File: config.mk
export PLATFORM = sky130hd
export DESIGN_NAME = adc_scan_seq
export DESIGN_NICKNAME = d
export VERILOG_FILES = /design/src/rtl/adc_seq_pkg.sv /design/src/rtl/seq_regs.sv /design/src/rtl/seq_trig.sv /design/src/rtl/seq_core.sv /design/src/rtl/adc_scan_seq.sv
export SDC_FILE = /design/constraint.sdc
export NUM_CORES = 1
export LEC_CHECK = 0
export BUFFER_PORTS_ARGS = -buffer_cell sky130_fd_sc_hd__buf_2
export CAP_MARGIN = 25
export CORE_ASPECT_RATIO = 0.7
export CORE_MARGIN = 5
export CORE_UTILIZATION = 30
export CTS_BUF_LIST = sky130_fd_sc_hd__clkbuf_4 sky130_fd_sc_hd__clkbuf_8
export DETAILED_ROUTE_END_ITERATION = 8
export GPL_TIMING_DRIVEN = 0
export HOLD_SLACK_MARGIN = 0.05
export PLACE_DENSITY_LB_ADDON = 0.2
export SYNTH_ARGS = -nofsm -noshare
export SYNTH_HDL_FRONTEND = slang
export SYNTH_SLANG_ARGS = --single-unit
File: constraint.sdc
create_clock -name clk -period 2.3 [get_ports clk]
set_clock_uncertainty 0.2 [all_clocks]
set_input_delay 0.46 -clock clk [delete_from_list [all_inputs] [get_ports clk]]
set_output_delay 0.46 -clock clk [all_outputs]
set_load 0.02 [all_outputs]
File: src/rtl/adc_seq_pkg.sv
package adc_seq_pkg;

  typedef enum logic [1:0] {
    A_STROBE   = 2'd0,
    A_RANGE    = 2'd1,
    A_INTERVAL = 2'd2,
    A_CONTROL  = 2'd3
  } host_addr_e;

  // stored code layout: {diff, uni, gain[2:0]}
  function automatic logic [4:0] clean_code(input logic [15:0] w, input logic odd_ch);
    return {w[5] & ~odd_ch, w[4], w[2:0]};
  endfunction

  function automatic logic [5:0] expand_code(input logic [4:0] c);
    return {c[4], c[3], 1'b0, c[2:0]};
  endfunction

  function automatic logic [7:0] next_chan(input logic [7:0] cur, input logic [7:0] lo,
                                           input logic [7:0] hi, input logic [8:0] nch);
    logic [8:0] inc;
    inc = {1'b0, cur} + 9'd1;
    if (cur == hi) return lo;
    if (inc >= nch) return 8'd0;
    return inc[7:0];
  endfunction

  function automatic logic [15:0] tag_word(input logic [7:0] ch, input logic [11:0] d);
    return {ch[3:0], d};
  endfunction

endpackage

File: src/rtl/seq_regs.sv
module seq_regs
  import adc_seq_pkg::*;
#(
  parameter int NCH  = 16,
  parameter int CH_W = $clog2(NCH)
) (
  input  logic            clk,
  input  logic            rst_n,
  input  logic            host_wr,
  input  logic [1:0]      host_addr,
  input  logic [15:0]     host_wdata,
  input  logic [CH_W-1:0] wr_ch,
  input  logic [CH_W-1:0] rd_ch,
  output logic [4:0]      rd_code,
  output logic [2:0]      ctrl_en,
  output logic            ctrl_wr,
  output logic            sw_strobe,
  output logic            reload,
  output logic [CH_W-1:0] band_lo,
  output logic [CH_W-1:0] band_hi
);

  logic [4:0] code_tab [NCH];

  assign sw_strobe = host_wr && (host_addr == A_STROBE);
  assign ctrl_wr   = host_wr && (host_addr == A_CONTROL);
  assign rd_code   = code_tab[rd_ch];

  always_ff @(posedge clk) begin
    if (!rst_n) begin
      ctrl_en <= '0;
      band_lo <= '0;
      band_hi <= '0;
      reload  <= 1'b0;
    end else begin
      reload <= 1'b0;
      if (ctrl_wr) ctrl_en <= host_wdata[2:0];
      if (host_wr && host_addr == A_INTERVAL) begin
        band_lo <= host_wdata[CH_W-1:0];
        band_hi <= host_wdata[8 +: CH_W];
        reload  <= 1'b1;
      end
    end
  end

  for (genvar g = 0; g < NCH; g++) begin : g_tab
    always_ff @(posedge clk) begin
      if (!rst_n) code_tab[g] <= '0;
      else if (host_wr && host_addr == A_RANGE && wr_ch == CH_W'(g))
        code_tab[g] <= clean_code(host_wdata, g[0]);
    end
  end

endmodule

File: src/rtl/seq_trig.sv
module seq_trig (
  input  logic       clk,
  input  logic       rst_n,
  input  logic [2:0] ctrl_en,
  input  logic       sw_strobe,
  input  logic       pacer_tick,
  input  logic       ext_trig,
  output logic       trig
);

  logic ext_q;
  logic [2:0] src;

  always_ff @(posedge clk) begin
    if (!rst_n) ext_q <= 1'b0;
    else        ext_q <= ext_trig;
  end

  // bit order follows the control word: 0 software, 1 pacer, 2 external edge
  assign src  = {ext_trig & ~ext_q, pacer_tick, sw_strobe};
  assign trig = |(src & ctrl_en);

endmodule

File: src/rtl/seq_core.sv
module seq_core
  import adc_seq_pkg::*;
#(
  parameter int NCH  = 16,
  parameter int CH_W = $clog2(NCH),
  parameter int DW   = 12
) (
  input  logic            clk,
  input  logic            rst_n,
  input  logic            trig,
  input  logic            reload,
  input  logic            ovr_clr,
  input  logic [CH_W-1:0] band_lo,
  input  logic [CH_W-1:0] band_hi,
  input  logic [4:0]      ptr_code,
  input  logic            conv_done,
  input  logic [DW-1:0]   conv_data,
  output logic [CH_W-1:0] ptr,
  output logic [CH_W-1:0] act_ch,
  output logic [4:0]      act_code,
  output logic            busy,
  output logic            conv_start,
  output logic            smp_valid,
  output logic [15:0]     smp_data,
  output logic            overrun
);

  localparam logic [8:0] NCH9 = 9'(NCH);

  logic       take_trig;
  logic       take_done;
  logic [7:0] nxt;

  assign take_trig = trig && !busy;
  assign take_done = conv_done && busy;
  assign nxt = next_chan(8'(ptr), 8'(band_lo), 8'(band_hi), NCH9);

  always_ff @(posedge clk) begin
    if (!rst_n) begin
      ptr        <= '0;
      act_ch     <= '0;
      act_code   <= '0;
      busy       <= 1'b0;
      conv_start <= 1'b0;
      smp_valid  <= 1'b0;
      smp_data   <= '0;
      overrun    <= 1'b0;
    end else begin
      conv_start <= take_trig;
      smp_valid  <= take_done;
      if (take_trig) begin
        busy     <= 1'b1;
        act_ch   <= ptr;
        act_code <= ptr_code;
      end
      if (take_done) begin
        busy     <= 1'b0;
        smp_data <= tag_word(8'(act_ch), conv_data);
      end
      if (reload)         ptr <= band_lo;
      else if (take_done) ptr <= nxt[CH_W-1:0];
      if (ovr_clr)              overrun <= 1'b0;
      else if (trig && busy)    overrun <= 1'b1;
    end
  end

endmodule

File: src/rtl/adc_scan_seq.sv
module adc_scan_seq
  import adc_seq_pkg::*;
#(
  parameter int NCH  = 16,
  parameter int CH_W = $clog2(NCH),
  parameter int DW   = 12
) (
  input  logic            clk,
  input  logic            rst_n,
  input  logic            host_wr,
  input  logic [1:0]      host_addr,
  input  logic [15:0]     host_wdata,
  input  logic            pacer_tick,
  input  logic            ext_trig,
  output logic            conv_start,
  input  logic            conv_done,
  input  logic [DW-1:0]   conv_data,
  output logic [CH_W-1:0] mux_sel,
  output logic [5:0]      range_code,
  output logic            smp_valid,
  output logic [15:0]     smp_data,
  output logic            overrun
);

  logic [2:0]      ctrl_en;
  logic            ctrl_wr;
  logic            sw_strobe;
  logic            reload;
  logic [CH_W-1:0] band_lo, band_hi;
  logic [4:0]      ptr_code, act_code;
  logic [CH_W-1:0] ptr, act_ch;
  logic            busy;
  logic            trig;

  assign mux_sel    = busy ? act_ch : ptr;
  assign range_code = expand_code(busy ? act_code : ptr_code);

  seq_regs #(.NCH(NCH), .CH_W(CH_W)) u_regs (
    .clk, .rst_n, .host_wr, .host_addr, .host_wdata,
    .wr_ch(mux_sel), .rd_ch(ptr), .rd_code(ptr_code),
    .ctrl_en, .ctrl_wr, .sw_strobe, .reload, .band_lo, .band_hi
  );

  seq_trig u_trig (
    .clk, .rst_n, .ctrl_en, .sw_strobe, .pacer_tick, .ext_trig, .trig
  );

  seq_core #(.NCH(NCH), .CH_W(CH_W), .DW(DW)) u_core (
    .clk, .rst_n, .trig, .reload, .ovr_clr(ctrl_wr), .band_lo, .band_hi,
    .ptr_code, .conv_done, .conv_data, .ptr, .act_ch, .act_code, .busy,
    .conv_start, .smp_valid, .smp_data, .overrun
  );

endmodule

# After elaboration in Yosys (flattened, before gate mapping)

Memory sizes are Yosys's and may differ from the RTL's. A register that Yosys moved wholly into a read port is not among the register bits.
Index checks and enable logic that the tools add are counted.

Reductions and logical operators: 30
$lt $le $gt $ge: 1
Div/mod/pow operators: 0
Multipliers: 0
Eq/ne operators: 19
Multiplexer cells: 79
Bitwise gates (word level): 20
Add/sub/neg operators: 1
Shift operators: 0

Operators by type and width:

| operator                                       | count |
|---|---|
| 2-to-1 mux 5 bit                               | 17 |
| 2-to-1 mux 1 bit                               | 53 |
| 2-to-1 mux 4 bit                               | 9 |
| == test 4 bit (second input constant)          | 8 |
| logical AND 1 bit                              | 23 |
| == test 4 x 3 -> 1 bit (second input constant) | 4 |
| OR 1 bit                                       | 16 |
| == test 4 x 2 -> 1 bit (second input constant) | 2 |
| adder 4 x 1 -> 5 bit (second input constant)   | 1 |
| >= comparator 5 bit (second input constant)    | 1 |
| == test 2 bit (second input constant)          | 2 |
| == test 4 x 1 -> 1 bit (second input constant) | 1 |
| == test 4 bit                                  | 1 |
| zero test 4 bit                                | 1 |
| OR reduction 2 bit                             | 2 |
| bitwise AND 3 bit                              | 1 |
| OR reduction 3 bit                             | 1 |
| == test 2 x 1 -> 1 bit (second input constant) | 1 |
| zero test 2 bit                                | 1 |
| NOT 1 bit                                      | 2 |
| nonzero test 2 bit                             | 1 |
| bitwise AND 1 bit                              | 1 |
| zero test 1 bit                                | 1 |

Bits in writable memories: 80
Word-level logic and storage cells: 164
Register bits after elaboration: 46
Output and inout port bits: 29
Latch bits: 0
Memory bits (read-only): 0
Memories kept: 1

Memories:

| name            | depth | bits a word | rd ports | clocked after Yosys merged registers in | write ports | RTL line       | text |
|---|---|---|---|---|---|---|---|
| u_regs.code_tab | 16    | 5           | 1        | 1                                       | 16          | seq_regs.sv:23 | `logic [4:0] code_tab [NCH];` |

# Longest topological paths before layout

Gate-level depths: netlist (run 1).

Word-level depth: 10
Mapped depth: 6
Gate-level depth less buffers: 5

# Cells and area by module

A second synthesis (run 1) with hierarchy kept.

Cell total of the unflattened synthesis: 437
Area, all modules: 5567.8 um^2

Modules (own cells, without submodules):

| module       | area an instance (um^2) | instances | cells each |
|---|---|---|---|
| seq_regs     | 4090.2                  | 1         | 298 |
| seq_core     | 1277.5                  | 1         | 122 |
| adc_scan_seq | 157.7                   | 1         | 12 |
| seq_trig     | 42.5                    | 1         | 5 |

# Worst setup path after synthesis (run 1)

No wires, ideal clock.

Kind: register to output
Start: register (tool-made name)
End: output port range_code[0]
Path slack: -0.117 ns
Buffers on the path: 2
Arrival: 1.757 ns
Cell stages (with the launch flop): 7
Cell sequence: dfxtp_1 > clkbuf_1 > buf_2 > mux4_2 > mux4_2 > nand2_1 > nand2_1

RTL lines:

| item             | RTL line           | text |
|---|---|---|
| end: declaration | adc_scan_seq.sv:19 | `output logic [5:0] range_code,` |

==> results.md, run 1 <==
- Status: finished, violations left
- Failing checks: setup timing
- Number of DRC markers in iteration 0: 347
- DR vias/cell: 5.01
- Worst Path Max Fanout: 5
- Worst min path class: primary input to flop
- Layout area overhead: 27.7%
- Share of the synthesized area in the top cell type: between 30% and 40%
- Wire length per cell: 19.3 microns
- ANT cells: 0
- Fin crit share: 132%
- Critical path cell sequence: buf_12, buf_12, mux4_2, mux4_2, nand2_2, nand2_2, buf_6
- Routability cong.: approximately 0.85
- DR vias: 3977
- Initial Utilization: between 30% and 40%
- Gr ovfl total: 0
- Endpoints failing hold: 0
- WS Path Type: flop to primary output
- Final worst slack: -737 ps
- Layer with the highest usage: met1
- EDFF count, synth: 72
- Endpoint class of the critical path: primary output
- Dpl cell area: just over 6000 sq um
- Number of fill cells: around 1800
- Primary FF master, synth: edfxtp_1
- Slowest CP cell: mux4_2
- Final core area utilization: between 30% and 40%
- CTS tree: built
- Synth top cells by count: edfxtp_1 (72), dfxtp_1 (50), and2_1 (49)
- Final setup vio count: 9
- R2r setup slk: -20 ps
- Gr usage total: between 10% and 20%
- Root buffer cell: clkbuf_8
- Worst Setup Start Kind: flop
- Final ANT Viol Nets: 0
- Grt met3 use: under 10%
- Post-route cell area: between 6000 and 7000 sq um
- Share of cells above drive strength 1: approximately a third
- Async set-reset flop share out of synthesis: 0%
- CTS H-tree depth: 4
- Data required, critical path: ~1600 ps
- IO Pins: between 60 and 70
- Largest area contributor in the netlist: edfxtp_1
- Top cells by area, synth: edfxtp_1 (40%), dfxtp_1 (18%), and2_1 (5.6%), mux4_2 (4.9%), mux4_1 (4.8%)
- Mapped cell area: roughly 5500 sq um
- Yosys warns: 0
- Count leader, synth: edfxtp_1
- Worst Setup EP: range_code[4]
- Die height: 123 microns
- Num rows: 41
- Highest Clock Rate: roughly 330 MHz
- First-pass GRT wire length: 22.8 mm
- Minimum clock period: approximately 3000 ps
- R2R Path End: u_core.act_code[0]
- Synth Net Count: roughly 480
- Area of the core: 18000 sq um
- Actual slew at the worst max-slew pin: roughly 850 ps
- Reg clk slew, reported paths: 70 ps
- Die area: 21100 sq um
- Sequential area share after synthesis: between 50 and 60%
- CTS Buffer Depth: 2
- Yosys cell types: 49
- Pwr dens: around 700 nW/um^2
- Worst rel slew slack: a little over two fifths
- RSZ-0062 raised after global routing: yes
- Initial DRT Pass Iterations: 5
- CTS Buf Count: 17
- Vias in the first global route: around 4000
- Maximum VDD drop: 0.358 mV
- Max-cap violations: 0
- Cell count after synthesis: 440
- Grt met2 use: 20.1%
- TritonCTS Sinks: 122
- Slew Viols, Final: 0
- R2R cell count: 7
- DRC viols: 0
- CP arrival: 2380 ps
- Min Hold Slack: 67.4 ps
- Port Buf Inserts: 57
- Synthesized flop and latch total: between 100 and 150
- Slowest stage delay, CP: ~530 ps
- M1 GR Usage: between 20% and 30%
- Dpl hpwl: around 11 mm
- Lkg Pwr: between 2 and 3 nW
- Initial antenna violation count: 0
- Die Span X: ~170 microns
- NumNets Final: approximately 580
- Final WL: 15.3 mm
- Clk Latency, worst-skew pair: ~440 ps
- Largest net degree at the start of global routing: 17
- Syn avg cell area: ~12 sq um
## worst min-delay path by stage
stage,start,end,depth (start not counted)
final,host_wdata[8],u_regs.band_hi[0],3
after global routing,host_wdata[8],u_regs.band_hi[0],3
after CTS,host_wdata[8],u_regs.band_hi[0],3
after detailed placement,u_regs.band_lo[0],u_regs.band_lo[0],2
after global placement,u_regs.band_lo[0],u_regs.band_lo[0],2
after floorplan,u_regs.band_lo[0],u_regs.band_lo[0],2
## layout by cell type, fill, tap and decap left out, drive strengths merged, types with 3 or more instances in the layout
master       synthesis  final
bufinv               0      3
dfxtp               50     50
nand2b               3      3
a21boi               3      3
o21a                 5      5
buf                 12     84
inv                  5      6
nand2               37     37
dlygate4sd3          0     15
clkinvlp             0      5
nor3                 4      4
nor2                25     25
nand3                8      8
o21ai               19     19
and2                49     49
edfxtp              72     72
mux2i               16     16
a21oi               12     12
mux4                22     22
clkinv               0      5
and3                27     27
clkbuf              19     36
xnor2                4      4
a22o                16     16
nand3b               5      5
## metrics by stage
| step | TNS, ps | worst slack, ps | std cells | total power [W] |
|---|---|---|---|---|
| floorplan | -253 | -63.2 | 440 | 0.00264 |
| global placement | -31680 | -552 | 733 | 0.00278 |
| detailed placement | -32630 | -526 | 733 | 0.00279 |
| CTS | -3750 | -786 | 787 | 0.00485 |
| global route | -4010 | -816 | 794 | 0.00505 |
| finish | -3400 | -737 | 794 | 0.00485 |
## worst max-delay path: cells and delay by family (launching register included)
| family | cells | cell delay (ps) |
|---|---|---|
| multiplexers | 2 | 1040 |
| flip-flops | 1 | 370 |
| buffers and inverters | 3 | 370 |
| AND/OR/NAND/NOR | 2 | 150 |
## state kept, by name, summed over array words and instances, names as in the netlist, 3 cells and up, named ones only
register         flops
u_regs.code_tab     72
u_core.act_ch        4
u_core.smp_data     16
u_regs.band_hi       4
u_regs.ctrl_en       3
u_core.act_code      5
u_core.ptr           4
u_regs.band_lo       4
## power by group
group	leakage, nW	total [W]	internal (W)	switching [W]
registers	1.15	0.00240	0.00237	0.0000310
logic	1.38	0.000435	0.000186	0.000249
clock network	0.195	0.00202	0.00108	0.000935
total	2.73	0.00485	0.00364	0.00121
## layout make-up
| class | instances | area, sq um | share of cell area (%) |
|---|---|---|---|
| Buffer | 29 | 201 | 2.89 |
| Clock buffer | 18 | 241 | 3.46 |
| Clock inverter | 14 | 173 | 2.47 |
| Inverter | 5 | 18.8 | 0.269 |
| Multi-Input combinational cell | 282 | 2230 | 31.9 |
| Sequential cell | 122 | 3170 | 45.5 |
| Tap cell | 236 | 295 | 4.23 |
| Timing Repair Buffer | 88 | 652 | 9.34 |
## layer usage
| layer | routed length (microns) | share of wire, % | vias to the layer above |
|---|---|---|---|
| met5 | 0 | 0 | - |
| met4 | 154 | 1.0 | 0 |
| met3 | 1090 | 7.1 | 17 |
| met2 | 6510 | 43 | 132 |
| met1 | 7570 | 49 | 1993 |
| li1 | - | - | 1835 |
## logic make-up after synthesis
family	share of synthesized area, %
AO/OA/AOI/OAI	8.26
XOR/XNOR	0.641
adder cells (fa/ha/maj)	0.229
buffers and inverters	3.20
flip-flops	57.9
multiplexers	13.1
other	0.0686
AND/OR/NAND/NOR	16.6
## repair_timing
| action | in CTS | in global routing |
|---|---|---|
| cloned | 0 | 2 |
| setup endpoints to repair | 122 | 59 |
| gates resized for setup | 56 | 33 |
| setup buffers | 9 | 6 |
| hold buffers | 15 | 0 |
| pin swaps | 0 | 1 |
| hold endpoints to repair | 15 | 0 |
Note: power is estimated with default switching activity, not from simulation.
==> inputs of run 2 (changes only) <==
--- a/config.mk
+++ b/config.mk
@@ -12,9 +12,11 @@
 export CORE_UTILIZATION = 30
 export CTS_BUF_LIST = sky130_fd_sc_hd__clkbuf_4 sky130_fd_sc_hd__clkbuf_8
 export DETAILED_ROUTE_END_ITERATION = 8
+export GPL_ROUTABILITY_DRIVEN = 0
 export GPL_TIMING_DRIVEN = 0
 export HOLD_SLACK_MARGIN = 0.05
 export PLACE_DENSITY_LB_ADDON = 0.2
+export REMOVE_ABC_BUFFERS = 1
 export SYNTH_ARGS = -nofsm -noshare
 export SYNTH_HDL_FRONTEND = slang
 export SYNTH_SLANG_ARGS = --single-unit
==> run 2 against run 1 <==
  * The run still ends with setup timing left
  * Flip-flop and latch count is the same
  * Routed wire length down 5.5%
  * Sequential power hardly changed
  * Via count is 5.6% lower
  * Largest power group unchanged
  * Cell count down 3.8%
  * Non-clock buffer count down 30
  * Design area down 1.5%
  * Sequential share of layout area increased by 0.75 points
  * Utilization decreased by 0.59 points
==> results.md, run 2 (synthesis results as in run 1) <==
- Status: finished, violations left
- Dpl hpwl: 9.94 mm (-7.3%)
- Hold Path Depth: 3 (unchanged)
- DRC viols: 0 (unchanged)
- Highest Clock Rate: 328 MHz (-0.43%)
- Largest net degree at the start of global routing: 32 (+15)
- Min Hold Slack: 82.1 ps (+14.7 ps)
- Worst rel slew slack: 43.8% (+1.2 points)
- WP buf/inv: 2 (-1)
- Number of DRC markers in iteration 0: 269 (-22%)
- Most numerous cell on the critical path: mux4_2
- Worst Setup Start Kind: flop
- ANT cells: 0 (unchanged)
- Failing checks: setup timing
- Gr usage total: 14.3% (-0.34 points)
- Max-cap violations: 0 (unchanged)
- Number of fill cells: 1748 (-0.23%)
- IO Pins: 65 (unchanged)
- Max reg flops: 72 (unchanged)
- Slew Viols, Final: 0 (unchanged)
- Critical path cell sequence: buf_12, mux4_2, mux4_2, nand2_1, nand2_2, buf_6
- Gr ovfl total: 0 (unchanged)
- CP arrival: 2390 ps (about the same)
- Initial Utilization: 30.4% (unchanged)
- Final ANT Viol Nets: 0 (unchanged)
- Largest delay contributor family on the critical path: multiplexers
- Endpoint class of the critical path: primary output
- DR vias/cell: 4.92 (-1.8%)
- Reg clk slew, reported paths: 70 ps (about the same)
- Actual slew at the worst max-slew pin: 834 ps (-17.6 ps)
- Fin Setup TNS: -3360 ps (+40.6 ps)
- Layout area overhead: 25.8%
- TritonCTS Sinks: 122 (unchanged)
- Final WL: 14.5 mm (-5.5%)
- Area of the core: 18000 sq um (unchanged)
- CTS Buffer Depth: 2 (unchanged)
- Num rows: 41 (unchanged)
- Slowest CP cell: mux4_2
- Initial DRT Pass Iterations: 4 (-1)
- Die Span X: 171 microns (unchanged)
- Final worst slack: -751 ps (-13.3 ps)
- R2R cell count: 6 (-1)
- CTS tree: built
- Most frequent cells in the layout: edfxtp_1 (72), buf_2 (51), and2_1 (49)
- Pwr dens: 712 nW/um^2 (+2.4%)
- CTS H-tree depth: 4 (unchanged)
- Lkg Pwr: 2.66 nW (-2.7%)
- Vias in the first global route: 3737 (-5.4%)
- Slowest stage delay, CP: 560 ps (+30 ps)
- Port Buf Inserts: 57 (unchanged)
- Die area: 21100 sq um (unchanged)
- First-pass GRT wire length: 22.4 mm (-1.6%)
- Final setup vio count: 7 (-2)
- Biggest register: u_regs.code_tab
- Most common cell after layout, fill and taps aside: edfxtp_1
- CTS Buf Count: 17 (unchanged)
- Fin crit share: 133% (+0.58 points)
- Wire length per cell: 19.0 microns (-1.8%)
- WS Path Type: flop to primary output
- Clk Latency, worst-skew pair: 430 ps (about the same)
- Levels on crit path: 6 (-1)
- RSZ-0062 raised after global routing: yes
- DR vias: 3756 (-5.6%)
- Initial antenna violation count: 0 (unchanged)
- Endpoints failing hold: 0 (unchanged)
- Minimum clock period: 3050 ps (+13.3 ps)
- Root buffer cell: clkbuf_8
- Maximum VDD drop: 0.295 mV (-17%)
- Worst min path class: primary input to flop
- Top flop regs: u_regs.code_tab: 72 flops, u_core.smp_data: 16 flops, u_core.act_code: 5 flops
- Die height: 123 microns (unchanged)
- Share of cells above drive strength 1: 30.3% (-1.4 points)
- NumNets Final: 552 (-5.2%)
- Data required, critical path: 1640 ps (about the same)
- Worst Path Max Fanout: 4 (-1)
## run 2: cell types whose count changed in the layout (fill, tap and decap cells not counted), moves of 5 or more
cell,delta
clkbuf_1,-13
o21ai_4,+6
o21ai_2,-5
buf_2,-5
buf_4,-5
clkinvlp_4,-5
## run 2: timing repair
item / CTS / global route
gates cloned: 1 / 0
endpoints found under the hold margin: 17 / 0
gates resized for setup: 65 / 20
pin swaps: 6 / 2
hold buffers: 17 / 0
setup endpoints to repair: 119 / 41
setup buffers: 5 / 2
## run 2: layout make-up
type                       instances  area [sq um]  share of cell area, %
inverter                           5          18.8                  0.273
clock buffer                      20           263                   3.82
sequential                       122          3180                   46.2
clock inverter                    12           170                   2.47
timing repair buffer              87           667                   9.70
tap                              236           295                   4.29
multi-input combinational        282          2280                   33.2
## run 2: worst min-delay path, cell delays in order
cell and delay (ps):
buf_2 100, nand2_1 50, a21oi_1 50
## run 2: final timing paths
kind | from | endpoint | slack [ps]
max | flop | range_code[1] | -750
min | host_wdata[8] | u_regs.band_hi[0] | 80
max reg2reg | flop | u_core.act_code[1] | -60
min reg2reg | u_regs.band_lo[0] | u_regs.band_lo[0] | 270
## run 2: per-layer routing
layer | wire (microns) | vias to the layer above | global-route usage (%)
met1 | 6950 | 1862 | 21.2
met5 | 0 | - | 0
met2 | 6350 | 117 | 20.5
met4 | 93 | 0 | 4.01
met3 | 1080 | 11 | 4.09
li1 | - | 1766 | -
## run 2: power breakdown
group	switching (W)	total, W	internal, W
logic	0.000230	0.000395	0.000165
clock network	0.000861	0.00209	0.00123
registers	0.0000395	0.00241	0.00237
## run 2: metrics by stage
step / power, W / cells / setup WS (ps) / util (%) / cell area, sq um
final: 0.00490 / 764 / -751 / 38.3 / 6880
after global routing: 0.00509 / 764 / -823 / 38.3 / 6880
after CTS: 0.00493 / 762 / -774 / 37.9 / 6800
after detailed placement: 0.00278 / 707 / -635 / 33.2 / 5970
after global placement: 0.00276 / 702 / -1480 / 32.8 / 5890
after floorplan: 0.00262 / 409 / -481 / - / 5310
